### src/rtl/vtrans_pkg.sv
package vtrans_pkg;

   localparam int unsigned FLAG_W      = 10;
   localparam int unsigned BIT_V       = 0;
   localparam int unsigned BIT_R       = 1;
   localparam int unsigned BIT_W       = 2;
   localparam int unsigned BIT_X       = 3;
   localparam int unsigned BIT_U       = 4;
   localparam int unsigned BIT_A       = 6;
   localparam int unsigned BIT_D       = 7;
   localparam int unsigned ENTRY_LOG2  = 3;

   typedef enum logic [1:0] {
      FLT_NONE   = 2'd0,
      FLT_PAGE   = 2'd1,
      FLT_ACCESS = 2'd2
   } flt_e;

   typedef enum logic [1:0] {
      ACC_LOAD  = 2'd0,
      ACC_STORE = 2'd1,
      ACC_FETCH = 2'd2
   } acc_e;

   typedef enum logic [1:0] {
      ST_IDLE  = 2'd0,
      ST_ISSUE = 2'd1,
      ST_WAIT  = 2'd2,
      ST_CHECK = 2'd3
   } st_e;

endpackage

### src/rtl/vtrans_entry_chk.sv
module vtrans_entry_chk
   import vtrans_pkg::*;
#(
   parameter int unsigned LEVELS = 3,
   parameter int unsigned VPN_W  = 9,
   parameter int unsigned PPN_W  = 44,
   parameter int unsigned PTE_W  = 64,
   parameter int unsigned LVL_W  = 2
) (
   input  logic [PTE_W-1:0] pte,
   input  logic [LVL_W-1:0] lvl,
   input  logic [1:0]       acc,
   input  logic             umode,
   input  logic             sum,
   input  logic             mxr,
   output logic             descend,
   output logic             pfault
);
   localparam int unsigned RSV_W = PTE_W - PPN_W - FLAG_W;

   logic              v, r, w, x, u, a, d;
   logic [PPN_W-1:0]  ppn;
   logic              rsv_bad;
   logic [LEVELS-1:0] mis;
   logic              bad_enc, leaf, ptr_bad, priv_bad, perm_ok, ad_bad, leaf_bad;

   assign v   = pte[BIT_V];
   assign r   = pte[BIT_R];
   assign w   = pte[BIT_W];
   assign x   = pte[BIT_X];
   assign u   = pte[BIT_U];
   assign a   = pte[BIT_A];
   assign d   = pte[BIT_D];
   assign ppn = pte[FLAG_W +: PPN_W];

   if (RSV_W > 0) begin : g_rsv
      assign rsv_bad = |pte[PTE_W-1 -: RSV_W];
   end else begin : g_norsv
      assign rsv_bad = 1'b0;
   end

   assign mis[0] = 1'b0;
   for (genvar j = 1; j < LEVELS; j++) begin : g_mis
      assign mis[j] = (lvl == LVL_W'(j)) && (|ppn[j*VPN_W-1:0]);
   end

   assign bad_enc  = !v || (w && !r) || rsv_bad;
   assign leaf     = r || x;
   assign ptr_bad  = u || a || d || (lvl == '0);
   assign priv_bad = umode ? !u : (u && (!sum || acc == ACC_FETCH));

   always_comb begin
      unique case (acc)
         ACC_LOAD:  perm_ok = r || (mxr && x);
         ACC_STORE: perm_ok = w;
         ACC_FETCH: perm_ok = x;
         default:   perm_ok = 1'b0;
      endcase
   end

   assign ad_bad   = !a || (acc == ACC_STORE && !d);
   assign leaf_bad = (|mis) || priv_bad || !perm_ok || ad_bad;
   assign pfault   = bad_enc || (leaf ? leaf_bad : ptr_bad);
   assign descend  = !bad_enc && !leaf && !ptr_bad;

endmodule

### src/rtl/vtrans_pa_merge.sv
module vtrans_pa_merge #(
   parameter int unsigned LEVELS = 3,
   parameter int unsigned VPN_W  = 9,
   parameter int unsigned OFF_W  = 12,
   parameter int unsigned PPN_W  = 44,
   parameter int unsigned LVL_W  = 2,
   localparam int unsigned VA_W  = LEVELS*VPN_W + OFF_W,
   localparam int unsigned PA_W  = PPN_W + OFF_W
) (
   input  logic [VA_W-1:0]  va,
   input  logic [PPN_W-1:0] ppn,
   input  logic [LVL_W-1:0] lvl,
   output logic [PA_W-1:0]  pa
);
   assign pa[OFF_W-1:0] = va[OFF_W-1:0];

   for (genvar j = 0; j < LEVELS; j++) begin : g_fld
      localparam int unsigned LO = j*VPN_W;
      if (j == LEVELS-1) begin : g_top
         assign pa[OFF_W+LO +: PPN_W-LO] = ppn[LO +: PPN_W-LO];
      end else begin : g_low
         assign pa[OFF_W+LO +: VPN_W] = (LVL_W'(j) < lvl) ? va[OFF_W+LO +: VPN_W]
                                                         : ppn[LO +: VPN_W];
      end
   end

endmodule

### src/rtl/vtrans_walk_fsm.sv
module vtrans_walk_fsm
   import vtrans_pkg::*;
#(
   parameter int unsigned LEVELS = 3,
   parameter int unsigned VPN_W  = 9,
   parameter int unsigned OFF_W  = 12,
   parameter int unsigned PPN_W  = 44,
   parameter int unsigned PTE_W  = 64,
   parameter int unsigned LVL_W  = 2,
   localparam int unsigned VA_W  = LEVELS*VPN_W + OFF_W,
   localparam int unsigned PA_W  = PPN_W + OFF_W
) (
   input  logic             clk,
   input  logic             rst_n,
   input  logic             start_i,
   input  logic [VA_W-1:0]  vaddr_i,
   input  logic [1:0]       acc_i,
   input  logic             umode_i,
   input  logic             sum_i,
   input  logic             mxr_i,
   input  logic [PPN_W-1:0] root_ppn_i,
   input  logic             rsp_valid_i,
   input  logic             rsp_err_i,
   input  logic [PTE_W-1:0] rsp_data_i,
   input  logic             descend_i,
   input  logic             pfault_i,
   input  logic [PA_W-1:0]  pa_merged_i,
   output logic [PTE_W-1:0] pte_q,
   output logic [LVL_W-1:0] lvl_q,
   output logic [VA_W-1:0]  va_q,
   output logic [1:0]       acc_q,
   output logic             umode_q,
   output logic             sum_q,
   output logic             mxr_q,
   output logic             busy_o,
   output logic             req_valid_o,
   output logic [PA_W-1:0]  req_addr_o,
   output logic             done_o,
   output logic [1:0]       fault_o,
   output logic [PA_W-1:0]  paddr_o,
   output logic [LVL_W-1:0] level_o
);
   st_e              st;
   logic [PPN_W-1:0] tbl_q;
   logic             err_q;
   logic [VPN_W-1:0] vpn_sel;

   assign vpn_sel     = va_q[OFF_W + int'(lvl_q)*VPN_W +: VPN_W];
   assign req_addr_o  = {tbl_q, vpn_sel, {ENTRY_LOG2{1'b0}}};
   assign req_valid_o = (st == ST_ISSUE);
   assign busy_o      = (st != ST_IDLE);

   always_ff @(posedge clk or negedge rst_n) begin
      if (!rst_n) begin
         st      <= ST_IDLE;
         tbl_q   <= '0;
         lvl_q   <= '0;
         pte_q   <= '0;
         err_q   <= 1'b0;
         va_q    <= '0;
         acc_q   <= '0;
         umode_q <= 1'b0;
         sum_q   <= 1'b0;
         mxr_q   <= 1'b0;
         done_o  <= 1'b0;
         fault_o <= FLT_NONE;
         paddr_o <= '0;
         level_o <= '0;
      end else begin
         done_o <= 1'b0;
         unique case (st)
            ST_IDLE: begin
               if (start_i) begin
                  tbl_q   <= root_ppn_i;
                  lvl_q   <= LVL_W'(LEVELS-1);
                  va_q    <= vaddr_i;
                  acc_q   <= acc_i;
                  umode_q <= umode_i;
                  sum_q   <= sum_i;
                  mxr_q   <= mxr_i;
                  st      <= ST_ISSUE;
               end
            end
            ST_ISSUE: st <= ST_WAIT;
            ST_WAIT: begin
               if (rsp_valid_i) begin
                  pte_q <= rsp_data_i;
                  err_q <= rsp_err_i;
                  st    <= ST_CHECK;
               end
            end
            ST_CHECK: begin
               if (!err_q && descend_i) begin
                  tbl_q <= pte_q[FLAG_W +: PPN_W];
                  lvl_q <= lvl_q - 1'b1;
                  st    <= ST_ISSUE;
               end else begin
                  st      <= ST_IDLE;
                  done_o  <= 1'b1;
                  level_o <= lvl_q;
                  if (err_q) begin
                     fault_o <= FLT_ACCESS;
                     paddr_o <= '0;
                  end else if (pfault_i) begin
                     fault_o <= FLT_PAGE;
                     paddr_o <= '0;
                  end else begin
                     fault_o <= FLT_NONE;
                     paddr_o <= pa_merged_i;
                  end
               end
            end
            default: st <= ST_IDLE;
         endcase
      end
   end

endmodule

### src/rtl/vtrans_walker.sv
module vtrans_walker
   import vtrans_pkg::*;
#(
   parameter int unsigned LEVELS = 3,
   parameter int unsigned VPN_W  = 9,
   parameter int unsigned OFF_W  = 12,
   parameter int unsigned PPN_W  = 44,
   parameter int unsigned PTE_W  = 64,
   localparam int unsigned LVL_W = (LEVELS > 2) ? $clog2(LEVELS) : 1,
   localparam int unsigned VA_W  = LEVELS*VPN_W + OFF_W,
   localparam int unsigned PA_W  = PPN_W + OFF_W
) (
   input  logic             clk,
   input  logic             rst_n,
   input  logic             start_i,
   input  logic [VA_W-1:0]  vaddr_i,
   input  logic [1:0]       acc_i,
   input  logic             umode_i,
   input  logic             sum_i,
   input  logic             mxr_i,
   input  logic [PPN_W-1:0] root_ppn_i,
   output logic             busy_o,
   output logic             mreq_valid_o,
   output logic [PA_W-1:0]  mreq_addr_o,
   input  logic             mresp_valid_i,
   input  logic             mresp_err_i,
   input  logic [PTE_W-1:0] mresp_data_i,
   output logic             done_o,
   output logic [1:0]       fault_o,
   output logic [PA_W-1:0]  paddr_o,
   output logic [LVL_W-1:0] level_o
);
   if (OFF_W != VPN_W + ENTRY_LOG2) begin : g_bad_off
      $error("table must be one page: OFF_W must equal VPN_W + 3");
   end
   if (PTE_W < PPN_W + FLAG_W) begin : g_bad_pte
      $error("entry too narrow for PPN and flags");
   end
   if (LEVELS < 2 || PPN_W < (LEVELS-1)*VPN_W) begin : g_bad_lvl
      $error("unsupported level count or PPN width");
   end

   logic [PTE_W-1:0] pte_q;
   logic [LVL_W-1:0] lvl_q;
   logic [VA_W-1:0]  va_q;
   logic [1:0]       acc_q;
   logic             umode_q, sum_q, mxr_q;
   logic             descend, pfault;
   logic [PA_W-1:0]  pa_merged;

   vtrans_walk_fsm #(
      .LEVELS(LEVELS), .VPN_W(VPN_W), .OFF_W(OFF_W),
      .PPN_W(PPN_W), .PTE_W(PTE_W), .LVL_W(LVL_W)
   ) u_fsm (
      .clk         (clk),
      .rst_n       (rst_n),
      .start_i     (start_i),
      .vaddr_i     (vaddr_i),
      .acc_i       (acc_i),
      .umode_i     (umode_i),
      .sum_i       (sum_i),
      .mxr_i       (mxr_i),
      .root_ppn_i  (root_ppn_i),
      .rsp_valid_i (mresp_valid_i),
      .rsp_err_i   (mresp_err_i),
      .rsp_data_i  (mresp_data_i),
      .descend_i   (descend),
      .pfault_i    (pfault),
      .pa_merged_i (pa_merged),
      .pte_q       (pte_q),
      .lvl_q       (lvl_q),
      .va_q        (va_q),
      .acc_q       (acc_q),
      .umode_q     (umode_q),
      .sum_q       (sum_q),
      .mxr_q       (mxr_q),
      .busy_o      (busy_o),
      .req_valid_o (mreq_valid_o),
      .req_addr_o  (mreq_addr_o),
      .done_o      (done_o),
      .fault_o     (fault_o),
      .paddr_o     (paddr_o),
      .level_o     (level_o)
   );

   vtrans_entry_chk #(
      .LEVELS(LEVELS), .VPN_W(VPN_W), .PPN_W(PPN_W),
      .PTE_W(PTE_W), .LVL_W(LVL_W)
   ) u_chk (
      .pte     (pte_q),
      .lvl     (lvl_q),
      .acc     (acc_q),
      .umode   (umode_q),
      .sum     (sum_q),
      .mxr     (mxr_q),
      .descend (descend),
      .pfault  (pfault)
   );

   vtrans_pa_merge #(
      .LEVELS(LEVELS), .VPN_W(VPN_W), .OFF_W(OFF_W),
      .PPN_W(PPN_W), .LVL_W(LVL_W)
   ) u_merge (
      .va  (va_q),
      .ppn (pte_q[FLAG_W +: PPN_W]),
      .lvl (lvl_q),
      .pa  (pa_merged)
   );

endmodule

### config.mk
export PLATFORM = sky130hd
export DESIGN_NAME = vtrans_walker
export DESIGN_NICKNAME = d
export VERILOG_FILES = /design/src/rtl/vtrans_pkg.sv /design/src/rtl/vtrans_entry_chk.sv /design/src/rtl/vtrans_pa_merge.sv /design/src/rtl/vtrans_walk_fsm.sv /design/src/rtl/vtrans_walker.sv
export SDC_FILE = /design/constraint.sdc
export NUM_CORES = 1
export LEC_CHECK = 0
export ABC_AREA = 1
export BUFFER_PORTS_ARGS = -buffer_cell sky130_fd_sc_hd__buf_2
export CAP_MARGIN = 30
export CORE_ASPECT_RATIO = 2
export CORE_UTILIZATION = 48
export CTS_CLUSTER_DIAMETER = 30
export DETAILED_ROUTE_END_ITERATION = 8
export PLACE_DENSITY_LB_ADDON = 0.12
export SETUP_SLACK_MARGIN = 0.5
export SYNTH_ARGS = -nofsm -noshare
export SYNTH_HDL_FRONTEND = slang
export SYNTH_HIERARCHICAL = 1
export SYNTH_SLANG_ARGS = --single-unit
### constraint.sdc
create_clock -name clk -period 1.7 [get_ports clk]
set_input_delay 0.255 -clock clk [delete_from_list [all_inputs] [get_ports clk]]
set_output_delay 0.255 -clock clk [all_outputs]
set_load 0.005 [all_outputs]
==> flow_metrics.env <==
export IMPL_worstSetupEndpoint="u_fsm/paddr_o[42]"
export IMPL_drt_vias_per_instance=5.58
export IMPL_power_share_sequential_pct=26.4
export IMPL_rrSetupSlack_ps=-350
export IMPL_maxCapViolCount=0
export IMPL_design_die_area_mm2=0.0220
export IMPL_grt_pass1_vias=10432
export IMPL_status="complete, but fails checks"
export IMPL_r2r_start="u_fsm/pte_q[55]"
export IMPL_die_height_um=209
export IMPL_worst_ir_drop_on_vdd_mv=1.56
export IMPL_reg2reg_depth=12
export IMPL_clock_skew_final_ps=13.7
export IMPL_rows=75
export IMPL_grt_setup_unrepaired="yes"
export IMPL_global_route_usage_total_pct=33.0
export IMPL_route_antenna_remaining_nets=0
export IMPL_critical_path_peak_fanout=6
export IMPL_clock_tree_htree_level_count=2
export IMPL_clkSinkCount=215
export IMPL_pwr_density_cell_mw_per_mm2=1920
export IMPL_post_layout_total_power_mw=32.1
export IMPL_tritoncts_num_buffers=34
export IMPL_grt_start_max_net_pins=49
export IMPL_top_level_ports=276
export IMPL_setup_viol=115
export IMPL_clock_tree_from_tritoncts="built"
export IMPL_comb_power_share_pct=51.9
export IMPL_final_setup_tns_ps=-24660
export IMPL_multi_input_area_mm2=0.00539
export IMPL_grt_overflow_total=0
export IMPL_reg2reg_to="u_fsm/paddr_o[42]"
export IMPL_synth_area_per_cell_um2=7.88
export IMPL_seqCellArea_mm2=0.00538
export IMPL_detail_route_wl_per_cell_um=21.7
export IMPL_leakage_nw=8.78
export IMPL_diodes=0
export IMPL_port_buffer_count=269
export IMPL_grt_first_pass_wirelength_um=55400
export IMPL_routed_wl_um=43400
export IMPL_drt_first_iter_violations=749
export IMPL_violations_in_the_final_reports="negative hold slack, negative setup slack"
export IMPL_setup_worst_path_class="reg2reg"
export IMPL_cts_max_path_buffers=3
export IMPL_power_switching_mw=13.6
export IMPL_fillerInstances=1341
export IMPL_yosysWarnings=6
export IMPL_clk_pin_slew_ps=60
export IMPL_drt_pass1_iter_count=5
export IMPL_die_width_um=105
export IMPL_timing_final_crit_share_pct=120
export IMPL_final_max_slew_violation_count=0
export IMPL_start_util_pct=49.1
export IMPL_timing_fmax_ghz=0.489
export IMPL_layout_drive_gt1_share_pct=45.2
export IMPL_min_path_type="in2reg"
export IMPL_grt_antenna_before_repair=0
export IMPL_sw_frac_of_total_pct=42.3
export IMPL_hold_slack_ps=-1.21
export IMPL_hpwl_um=20800
export IMPL_mappedNetlistArea_mm2=0.0103
export IMPL_routed_via_count=11158
export IMPL_cts_root_buf="sky130_fd_sc_hd__clkbuf_16"
export IMPL_power_clock_fraction_pct=21.7
export IMPL_min_period_ps=2050
export IMPL_drc_violation_count_after_routing=0
export IMPL_crit_path_end_kind="flip-flop"
export IMPL_finalHoldViolCount=1
export IMPL_finalWeightedCongestion=0.847
export IMPL_crit_path_arrival_time_ps=2450
export IMPL_crit_path_start="u_fsm/pte_q[55]"
export IMPL_critical_path_startpoint_type="flip-flop"
export IMPL_num_nets_final=1867
export IMPL_timing_critical_path_required_ps=2110
export IMPL_syn_instance_count=1303
export IMPL_worstSkewPairLatency_ps=500
export IMPL_cellInternalPower_mw=18.5
export IMPL_dp_worst_setup_slack_ps=-170
export IMPL_syn2layout_area_growth_pct=63.1
export IMPL_finalWorstSetupSlack_ps=-346
export IMPL_core_area_mm2=0.0209
==> cells in the final DEF (no fill, tap or decap), types with 4 or more instances in the layout <==
| cell | n |
|---|---|
| sky130_fd_sc_hd__clkbuf_1 | 6 |
| sky130_fd_sc_hd__nand2_2 | 100 |
| sky130_fd_sc_hd__dfrtp_1 | 212 |
| sky130_fd_sc_hd__o21ai_1 | 28 |
| sky130_fd_sc_hd__buf_8 | 6 |
| sky130_fd_sc_hd__o21ai_0 | 8 |
| sky130_fd_sc_hd__buf_6 | 20 |
| sky130_fd_sc_hd__nand2_4 | 36 |
| sky130_fd_sc_hd__nor2_1 | 17 |
| sky130_fd_sc_hd__clkinv_4 | 4 |
| sky130_fd_sc_hd__inv_6 | 5 |
| sky130_fd_sc_hd__nand3_2 | 40 |
| sky130_fd_sc_hd__buf_12 | 36 |
| sky130_fd_sc_hd__buf_4 | 53 |
| sky130_fd_sc_hd__nor2_2 | 14 |
| sky130_fd_sc_hd__clkbuf_16 | 55 |
| sky130_fd_sc_hd__inv_2 | 6 |
| sky130_fd_sc_hd__buf_16 | 18 |
| sky130_fd_sc_hd__a21oi_2 | 10 |
| sky130_fd_sc_hd__nor2_4 | 4 |
| sky130_fd_sc_hd__o21ai_2 | 63 |
| sky130_fd_sc_hd__inv_1 | 32 |
| sky130_fd_sc_hd__nand2_8 | 17 |
| sky130_fd_sc_hd__nand2_1 | 461 |
| sky130_fd_sc_hd__nand3_1 | 115 |
| sky130_fd_sc_hd__dlygate4sd3_1 | 58 |
| sky130_fd_sc_hd__buf_2 | 266 |
==> critical path, stage by stage, from the launching register on <==
cell and delay, ps:
sky130_fd_sc_hd__dfrtp_1 410, sky130_fd_sc_hd__nor2_2 140, sky130_fd_sc_hd__nand3_2 150, sky130_fd_sc_hd__nor2_2 140, sky130_fd_sc_hd__nand3_2 100, sky130_fd_sc_hd__nor2_4 130, sky130_fd_sc_hd__nor2_4 70, sky130_fd_sc_hd__nor2_4 160
sky130_fd_sc_hd__buf_12 150, sky130_fd_sc_hd__buf_12 130, sky130_fd_sc_hd__buf_16 140, sky130_fd_sc_hd__nand2_1 50, sky130_fd_sc_hd__o21ai_1 170
==> worst min-delay path by stage <==
stage	start	slack (ps)	cells past startpoint	end
2_1_floorplan	rst_n	-40	0	u_fsm/acc_q[0]
3_3_place_gp	rst_n	190	1	u_fsm/tbl_q[13]
3_5_place_dp	rst_n	200	1	u_fsm/tbl_q[13]
4_1_cts	umode_i	0.2	3	u_fsm/umode_q
5_1_grt	vaddr_i[20]	2	3	u_fsm/va_q[20]
6_report	vaddr_i[23]	-1	3	u_fsm/va_q[23]
==> per-layer routing <==
metal / track usage (%) / vias to the layer above / part of all wire, %
met1: 34.7 / 5354 / 32
met3: 3.81 / 223 / 6.2
met4: 20.8 / 0 / 9.5
met2: 61.4 / 642 / 52
li1: - / 4939 / -
met5: 0 / - / 0
==> flip-flops by register name, summed over array words and instances (netlist names) <==
register	flops
u_fsm/done_o	1
u_fsm/fault_o	2
u_fsm/paddr_o	56
u_fsm/umode_q	1
u_fsm/lvl_q	2
u_fsm/err_q	1
u_fsm/pte_q	61
u_fsm/sum_q	1
u_fsm/mxr_q	1
u_fsm/va_q	39
u_fsm/st	2
u_fsm/level_o	2
u_fsm/acc_q	2
u_fsm/tbl_q	44
==> stage by stage <==
step	area [um^2]	std cells	util, %
floorplan	10500	1305	-
global placement	11900	1775	56.8
detailed placement	11900	1775	56.8
CTS	14900	1947	71.3
global route	16700	1998	80.0
finish	16700	1998	80.0
==> what timing repair did <==
action | CTS | global route
gates cloned | 21 | 33
setup buffers | 33 | 18
gates resized for setup | 153 | 280
endpoints found under the setup margin | 331 | 331
hold endpoints to repair | 95 | 0
hold buffers | 58 | 0
pin swaps | 42 | 80
==> layout make-up <==
cell class                 count  area share, %
clock inverter                17           1.23
timing repair buffer         477           25.9
clock buffer                  43           5.53
tap                          269           2.01
inverter                      41          0.971
multi-input combinational    936           32.2
sequential                   215           32.1
==> power groups by stage <==
stage / sequential, mW / clock (mW) / combinational, mW
floorplan: 8.01 / 0 / 6.83
global placement: 8.12 / 0 / 9.04
detailed placement: 8.16 / 0 / 9.23
CTS: 8.15 / 7.01 / 12.3
global route: 8.62 / 7.21 / 17.5
finish: 8.48 / 6.97 / 16.6
No activity file was read; power rests on OpenSTA's default activity.
